--- src/rtl/wchk_pkg.sv ---
// Package: shared types for the windowed change checker.
// Assumes nothing; holds only the handling mode for a start inside a window.
package wchk_pkg;
    typedef enum logic [1:0] {
        NS_IGNORE  = 2'd0,
        NS_ERROR   = 2'd1,
        NS_RESTART = 2'd2
    } ns_mode_e;
endpackage

--- src/rtl/wchk_ctrl.sv ---
// Module: wchk_ctrl
// Two-state window controller (idle / checking) with a counter of checked
// edges. Decides, per edge, whether to open, restart, compare, close or time
// out. Assumes `changed` reflects the reference held by wchk_ref.
module wchk_ctrl #(
    parameter int                 NUM_CKS = 4,
    parameter wchk_pkg::ns_mode_e MODE    = wchk_pkg::NS_IGNORE
) (
    input  logic clk,
    input  logic rst_n,
    input  logic start_evt,
    input  logic changed,
    output logic win_open,
    output logic load_ref,
    output logic timeout,
    output logic new_start_err
);
    import wchk_pkg::*;

    localparam int            CW   = (NUM_CKS > 1) ? $clog2(NUM_CKS) : 1;
    localparam logic [CW-1:0] LAST = CW'(NUM_CKS - 1);

    typedef enum logic {ST_IDLE = 1'b0, ST_CHECK = 1'b1} st_e;

    st_e           state_q;
    logic [CW-1:0] cnt_q;
    logic          restart;
    logic          check_now;
    logic          last_edge;
    logic          close_now;

    // Per-edge decisions derived from state, mode and inputs.
    always_comb begin
        win_open      = (state_q == ST_CHECK);
        restart       = win_open && start_evt && (MODE == NS_RESTART);
        load_ref      = (!win_open && start_evt) || restart;
        check_now     = win_open && !restart;
        last_edge     = (cnt_q == LAST);
        close_now     = check_now && (changed || last_edge);
        timeout       = check_now && !changed && last_edge;
        new_start_err = win_open && start_evt && (MODE == NS_ERROR);
    end

    // State and checked-edge counter update.
    always_ff @(posedge clk) begin
        if (!rst_n) begin
            state_q <= ST_IDLE;
            cnt_q   <= '0;
        end else if (load_ref) begin
            state_q <= ST_CHECK;
            cnt_q   <= '0;
        end else if (close_now) begin
            state_q <= ST_IDLE;
            cnt_q   <= '0;
        end else if (check_now) begin
            cnt_q   <= cnt_q + 1'b1;
        end
    end

    AST_OPEN_ON_START: assert property (@(posedge clk) disable iff (!rst_n)
        (!win_open && start_evt) |=> (win_open && cnt_q == '0));

    AST_CNT_BOUND: assert property (@(posedge clk) disable iff (!rst_n)
        cnt_q <= LAST);

    AST_CHANGE_CLOSES: assert property (@(posedge clk) disable iff (!rst_n)
        (win_open && !start_evt && changed) |=> !win_open);

    AST_TIMEOUT_CLOSES: assert property (@(posedge clk) disable iff (!rst_n)
        timeout |=> !win_open);

    generate
        if (MODE == NS_RESTART) begin : g_restart_chk
            AST_RESTART_CLEARS: assert property (@(posedge clk) disable iff (!rst_n)
                (win_open && start_evt) |=> (win_open && cnt_q == '0));
        end
        if (MODE == NS_IGNORE) begin : g_ignore_chk
            AST_IGNORE_KEEPS: assert property (@(posedge clk) disable iff (!rst_n)
                (win_open && start_evt && !changed && !last_edge)
                |=> (win_open && cnt_q == $past(cnt_q) + 1'b1));
        end
    endgenerate
endmodule

--- config.mk ---
export PLATFORM = sky130hd
export DESIGN_NAME = wchk_ctrl
export DESIGN_NICKNAME = d
export VERILOG_FILES = /design/src/rtl/wchk_pkg.sv /design/src/rtl/wchk_ctrl.sv
export SDC_FILE = /design/constraint.sdc
export NUM_CORES = 1
export LEC_CHECK = 0
export BUFFER_PORTS_ARGS = -buffer_cell sky130_fd_sc_hd__buf_2
export CAP_MARGIN = 40
export CELL_PAD_IN_SITES_DETAIL_PLACEMENT = 1
export CELL_PAD_IN_SITES_GLOBAL_PLACEMENT = 1
export CORE_AREA = 2 2 39 41
export CTS_CLUSTER_SIZE = 8
export DETAILED_ROUTE_END_ITERATION = 7
export DIE_AREA = 0 0 41 43
export GPL_TIMING_DRIVEN = 0
export PLACE_DENSITY_LB_ADDON = 0.1
export SLEW_MARGIN = 15
export SYNTH_ARGS = -nofsm -noshare
export SYNTH_HDL_FRONTEND = slang
export SYNTH_SLANG_ARGS = --single-unit
--- constraint.sdc ---
create_clock -name clk -period 2.2 [get_ports clk]
set_clock_uncertainty 0.15 [all_clocks]
set_input_delay 0.44 -clock clk [delete_from_list [all_inputs] [get_ports clk]]
set_output_delay 0.44 -clock clk [all_outputs]
set_load 0.01 [all_outputs]
==> results of run 1 <==
## critical path: stages (launching register included)
cell	delay, ps
sky130_fd_sc_hd__dfxtp_1	350
sky130_fd_sc_hd__ha_1	230
sky130_fd_sc_hd__and3b_1	170
sky130_fd_sc_hd__buf_2	120
## state kept, by name, summed over array words and instances (netlist names)
| name | count |
|---|---|
| cnt_q | 2 |
| win_open | 1 |
## per-layer routing
layer | up-vias | track usage | share of wire
met1 | 75 | 0.0801 | 0.43
met3 | 3 | 0.0471 | 0.13
met4 | 0 | 0.0800 | 0.040
li1 | 76 | - | -
met5 | - | 0 | 0
met2 | 10 | 0.0688 | 0.40
## cells by family (layout without fill, tap and decap cells)
logic type               after synthesis  count (layout)  share of synthesized area
AO/OA/AOI/OAI                          3               3                      0.131
other                                  1               1                     0.0219
buffers and inverters                  1              11                     0.0438
flip-flops                             3               3                      0.350
adder cells (fa/ha/maj)                1               1                     0.0730
AND/OR/NAND/NOR                        7               7                      0.380
## synth_stat cells
cell type                  count
sky130_fd_sc_hd__and3b_1       1
sky130_fd_sc_hd__nor2b_1       1
sky130_fd_sc_hd__dfxtp_1       3
sky130_fd_sc_hd__nor4b_2       1
sky130_fd_sc_hd__ha_1          1
sky130_fd_sc_hd__o21a_1        3
sky130_fd_sc_hd__nor3b_1       3
sky130_fd_sc_hd__conb_1        1
sky130_fd_sc_hd__buf_4         1
sky130_fd_sc_hd__and4bb_1      1
## worst paths after layout
path,depth (start not counted),start,end
setup / recovery,3,cnt_q[0]$_SDFFE_PP0P_,timeout
hold / removal,2,rst_n,cnt_q[1]$_SDFFE_PP0P_
setup reg to reg,3,cnt_q[0]$_SDFFE_PP0P_,cnt_q[1]$_SDFFE_PP0P_
hold reg to reg,2,cnt_q[0]$_SDFFE_PP0P_,cnt_q[0]$_SDFFE_PP0P_
## where the power goes
part           total [mW]  switching [mW]  leakage (nW)  internal (mW)
Sequential         0.0602         0.00326        0.0245         0.0570
Combinational      0.0172         0.00775        0.0772        0.00942
Clock              0.0983          0.0302        0.0150         0.0681
Total               0.176          0.0412         0.117          0.134
## final cells by class
| class | count | area [um2] |
|---|---|---|
| flip-flops and latches | 3 | 60.1 |
| multi-input cells | 12 | 104 |
| well taps | 16 | 20.0 |
| repair buffers | 6 | 30.0 |
| plain buffers | 1 | 7.51 |
| clock buffers | 4 | 26.3 |
| fillers | 171 | 1140 |
==> metrics.md, run 1 <==
| Metric | Value |
|---|---|
| Yosys warns | 0 |
| Post-cts resize count | 0 |
| Top-level port count | 8 |
| Final setup violation count | 0 |
| Nets | 32 |
| Crit-path max FO | 4 |
| Final hold slack | 296 ps |
| CTS root buffer | sky130_fd_sc_hd__clkbuf_4 |
| Leakage component of the power | 0.117 nW |
| Number of standard cells in the layout, taps in and fillers out | 42 |
| Die height | 43 um |
| Core region area | 1380 um2 |
| Net count of the mapped netlist | 21 |
| Deepest clock path buffer count | 2 |
| R2r setup slk | 960 ps |
| Overall track demand over capacity in global routing | 0.0682 |
| Ratio of cells with drive above 1 in the final layout | 0.423 |
| Final count of pins violating max slew | 0 |
| Number of max-capacitance violations reported | 0 |
| Final cell area excluding filler cells | 248 um2 |
| Summed negative setup slack over all endpoints | 0 ps |
| Initial antenna violation count | 0 |
| Remaining antenna violation count after routing | 0 |
| First-pass iteration count of the detailed router | 2 |
| Die span in x | 41 um |
| Most frequent cells in the layout | sky130_fd_sc_hd__buf_2, sky130_fd_sc_hd__nor3b_1, sky130_fd_sc_hd__o21a_1, sky130_fd_sc_hd__clkbuf_4, sky130_fd_sc_hd__dfxtp_1 |
| Buffers inserted by post-CTS timing repair | 0 |
| Highest clock rate | 0.587 GHz |
| Per-cell via count in the routed design | 3.90 |
| Synth Cell Area | 171 um2 |
| Total power consumption of the routed design | 176 uW |
| Core Util, Final | 0.179 |
| Via count | 164 |
| CTS buffer count | 3 |
| Synth cell types | 10 |
| Leading cell type in the layout, fill and taps excluded | sky130_fd_sc_hd__buf_2 |
| Shortest clock period the worst path allows after layout | 1700 ps |
| Largest net degree at the start of global routing | 9 |
| Detail Placement HPWL | 309 um |
| Quantity of hold-fixing buffers added after cts | 0 |
| Final hold violations | 0 |
| Initial Utilization | 0.124 |
| Final worst-path cycle share | 0.774 |
| Cells after synthesis | 16 |
| Synth Area per Inst | 10.7 um2 |
| Gp weighted congestion | 0.584 |
| Category of the most critical setup path | reg2out |
| Number of placement rows | 14 |
| Worst Path Required | 1610 ps |
| Kind of start point of the critical path | register |
| Diodes inserted | 0 |
| Portion of the post-synthesis area used by sequential elements | 0.350 |
| Die outline area | 1760 um2 |
| Synth top area cells | sky130_fd_sc_hd__dfxtp_1, sky130_fd_sc_hd__nor3b_1, sky130_fd_sc_hd__o21a_1 |
| Worst-case setup slack after placement | 723 ps |
| Final worst slack | 497 ps |
| Clock latency reported for the late side of the worst-skew pair | 240 ps |
| Port-buffer cells | 6 |
| Count of clock tree sinks | 3 |
| Vias in the first global route | 182 |
| Area post-placement | 221 um2 |
| Total wire length | 398 um |
| Portion of synthesized cell area occupied by the leading cell type | 0.350 |
| Maximum resistive drop on vdd | 0.000217 V |
| Post-synth top area cell | sky130_fd_sc_hd__dfxtp_1 |
| Classification of the worst-slack hold path | in2reg |
| Area growth syn-to-layout | 44.5% |
| Worst endpoint data arrival time | 1110 ps |
| Number of design-rule violations left by the first detailed-router iteration | 1 |
| Number of cells in the design after placement | 38 |
| Flip-flop and latch count after synthesis | 3 |
| DRC violation count after routing | 0 |
| Post-CTS clock slew at the launch and capture registers of the worst setup and hold paths | 40 ps |
| First-pass GRT wire length | 710 um |
| Average routed wire per standard cell | 9.48 um |
| TritonCTS clock tree | done |
| Depth of the CTS H-tree | 1 |
| Result of the run | complete, no violations |
| GRT overflow | 0 |
| RSZ-0062 raised after global routing | false |
| Power per cell area | 709 nW/um2 |
| Critical path capture point type | output port |
Power figures use the tool's default switching activity.
==> run 2: changes to the inputs <==
==> constraint.sdc (replaced) <==
create_clock -name clk -period 1.4 [get_ports clk]
set_clock_uncertainty 0.15 [all_clocks]
set_input_delay 0.28 -clock clk [delete_from_list [all_inputs] [get_ports clk]]
set_output_delay 0.28 -clock clk [all_outputs]
set_load 0.01 [all_outputs]
==> metrics.md, run 2 (same netlist as run 1, synthesis figures left out) <==
| Metric | Value |
|---|---|
| Switching portion of total power | 0.235 |
| WHS Path Cells | 2 |
| Depth of the CTS H-tree | 1 |
| Post-CTS clock slew at the launch and capture registers of the worst setup and hold paths | 40 ps |
| Result of the run | finished, violations left |
| Worst Path Required | 970 ps |
| Power spent charging and discharging nets | 65.7 uW |
| Deepest clock path buffer count | 2 |
| Die outline area | 1760 um2 |
| Hold Crit Endpoint | cnt_q[1]$_SDFFE_PP0P_ |
| Worst-case setup slack after placement | 105 ps |
| Start of the worst register-to-register path | cnt_q[1]$_SDFFE_PP0P_ |
| Detail Placement HPWL | 309 um |
| Remaining antenna violation count after routing | 0 |
| Initial antenna violation count | 0 |
| Port-buffer cells | 6 |
| Category of the most critical setup path | reg2out |
| Kind of start point of the critical path | register |
| Classification of the worst-slack hold path | in2reg |
| Average routed wire per standard cell | 9.89 um |
| CTS buffer count | 3 |
| Crit-path max FO | 2 |
| First-pass GRT wire length | 752 um |
| Total wire length | 435 um |
| Final hold violations | 0 |
| Most flop-heavy register | cnt_q |
| DRC violation count after routing | 0 |
| Initial Utilization | 0.124 |
| Per-cell via count in the routed design | 3.93 |
| Total power consumption of the routed design | 279 uW |
| Clock latency reported for the late side of the worst-skew pair | 240 ps |
| Final count of pins violating max slew | 0 |
| Overall track demand over capacity in global routing | 0.0722 |
| Core region area | 1380 um2 |
| Final setup violation count | 1 |
| Vias in the first global route | 188 |
| Diodes inserted | 0 |
| Leakage component of the power | 0.126 nW |
| Ratio of cells with drive above 1 in the final layout | 0.607 |
| Power per cell area | 1000 nW/um2 |
| Via count | 173 |
| Final worst slack | -27.9 ps |
| CTS root buffer | sky130_fd_sc_hd__clkbuf_4 |
| CP Cell Sequence | ha_4 > and3b_1 > buf_2 |
| Total of fill cells in the finished design | 168 |
| TritonCTS clock tree | done |
| Area growth syn-to-layout | 62.8% |
| R2r worst-path depth | 4 |
| Final hold slack | 136 ps |
| GRT overflow | 0 |
| Destination of the worst register-to-register timing path | cnt_q[1]$_SDFFE_PP0P_ |
| Final worst-path cycle share | 1.02 |
| Top-level port count | 8 |
| Number of design-rule violations left by the first detailed-router iteration | 0 |
| Sequential power share | 0.342 |
| Startpoint of the most critical hold path | rst_n |
| Failing checks | negative setup slack |
| Number of max-capacitance violations reported | 0 |
| Highest clock rate | 0.700 GHz |
| Number of placement rows | 14 |
| Combinational group share of total power | 0.105 |
| Critical path capture point type | output port |
| Die span in x | 41 um |
| Internal cell power | 214 uW |
| Leading cell type in the layout, fill and taps excluded | sky130_fd_sc_hd__buf_2 |
| Die height | 43 um |
| Worst endpoint data arrival time | 1000 ps |
| Maximum resistive drop on vdd | 0.000342 V |
| Critical path's slowest cell | sky130_fd_sc_hd__dfxtp_2 |
| Count of clock tree sinks | 3 |
| Nets | 34 |
| Gp weighted congestion | 0.584 |
| CP max stage delay | 330 ps |
| RSZ-0062 raised after global routing | true |
| First-pass iteration count of the detailed router | 1 |
| Clock network fraction of total power | 0.553 |
| Largest net degree at the start of global routing | 9 |
| Shortest clock period the worst path allows after layout | 1430 ps |
| Number of flip-flops in the largest register | 2 |
| R2r setup slk | 190 ps |
==> run 2: power by group through the flow <==
stage | sequential (mW) | combinational [mW] | clock (mW)
finish | 0.0955 | 0.0294 | 0.154
global route | 0.0964 | 0.0336 | 0.168
CTS | 0.0947 | 0.0296 | 0.161
detailed placement | 0.0960 | 0.0275 | 0
global placement | 0.0960 | 0.0274 | 0
floorplan | 0.0954 | 0.0140 | 0
==> run 2: worst max-delay path by stage <==
stage | from | end | slack (ps) | depth (start not counted)
4_1_cts | cnt_q[1]$_SDFFE_PP0P_ | timeout | -40 | 3
2_1_floorplan | cnt_q[0]$_SDFFE_PP0P_ | cnt_q[1]$_SDFFE_PP0P_ | 220 | 3
6_report | cnt_q[0]$_SDFFE_PP0P_ | timeout | -30 | 3
5_1_grt | cnt_q[0]$_SDFFE_PP0P_ | timeout | -60 | 3
3_5_place_dp | cnt_q[0]$_SDFFE_PP0P_ | timeout | 100 | 3
3_3_place_gp | cnt_q[0]$_SDFFE_PP0P_ | timeout | 100 | 3
==> run 2: layer usage <==
layer	wire length, um	vias up	share of wire	global-route usage
li1	-	80	-	-
met1	187	80	0.43	0.0865
met2	180	10	0.41	0.0750
met3	51	3	0.12	0.0471
met4	16	0	0.037	0.0800
met5	0	-	0	0
==> run 2: final cells by class <==
type,count,area (um2),area share
Multi-Input combinational cell,12,116,0.417
Sequential cell,3,63.8,0.229
Timing Repair Buffer,8,45.0,0.161
Clock buffer,4,26.3,0.0942
Tap cell,16,20.0,0.0717
Buffer,1,7.51,0.0269
==> run 2: worst max-delay path: cells and delay by family (launching register included) <==
kind | cells | cell delay (ps)
buffers and inverters | 1 | 130
adders and majority gates | 1 | 150
and+or+nand+nor | 1 | 150
DFF | 1 | 330
==> run 2: timing repair <==
action | CTS | global route
endpoints found under the setup margin | 1 | 2
setup buffers | 2 | 0
resized for setup | 3 | 2
hold buffers | 0 | 0
endpoints found under the hold margin | 0 | 0
pin swaps | 1 | 0
==> run 2: per-stage QoR <==
step | utilization | TNS (ps) | std cells | area [um2]
after global routing | 0.202 | -63.8 | 44 | 279
after global placement | 0.160 | 0 | 38 | 221
after floorplan | - | 0 | 16 | 171
final | 0.202 | -27.9 | 44 | 279
after detailed placement | 0.160 | 0 | 38 | 221
after CTS | 0.193 | -43.5 | 44 | 268
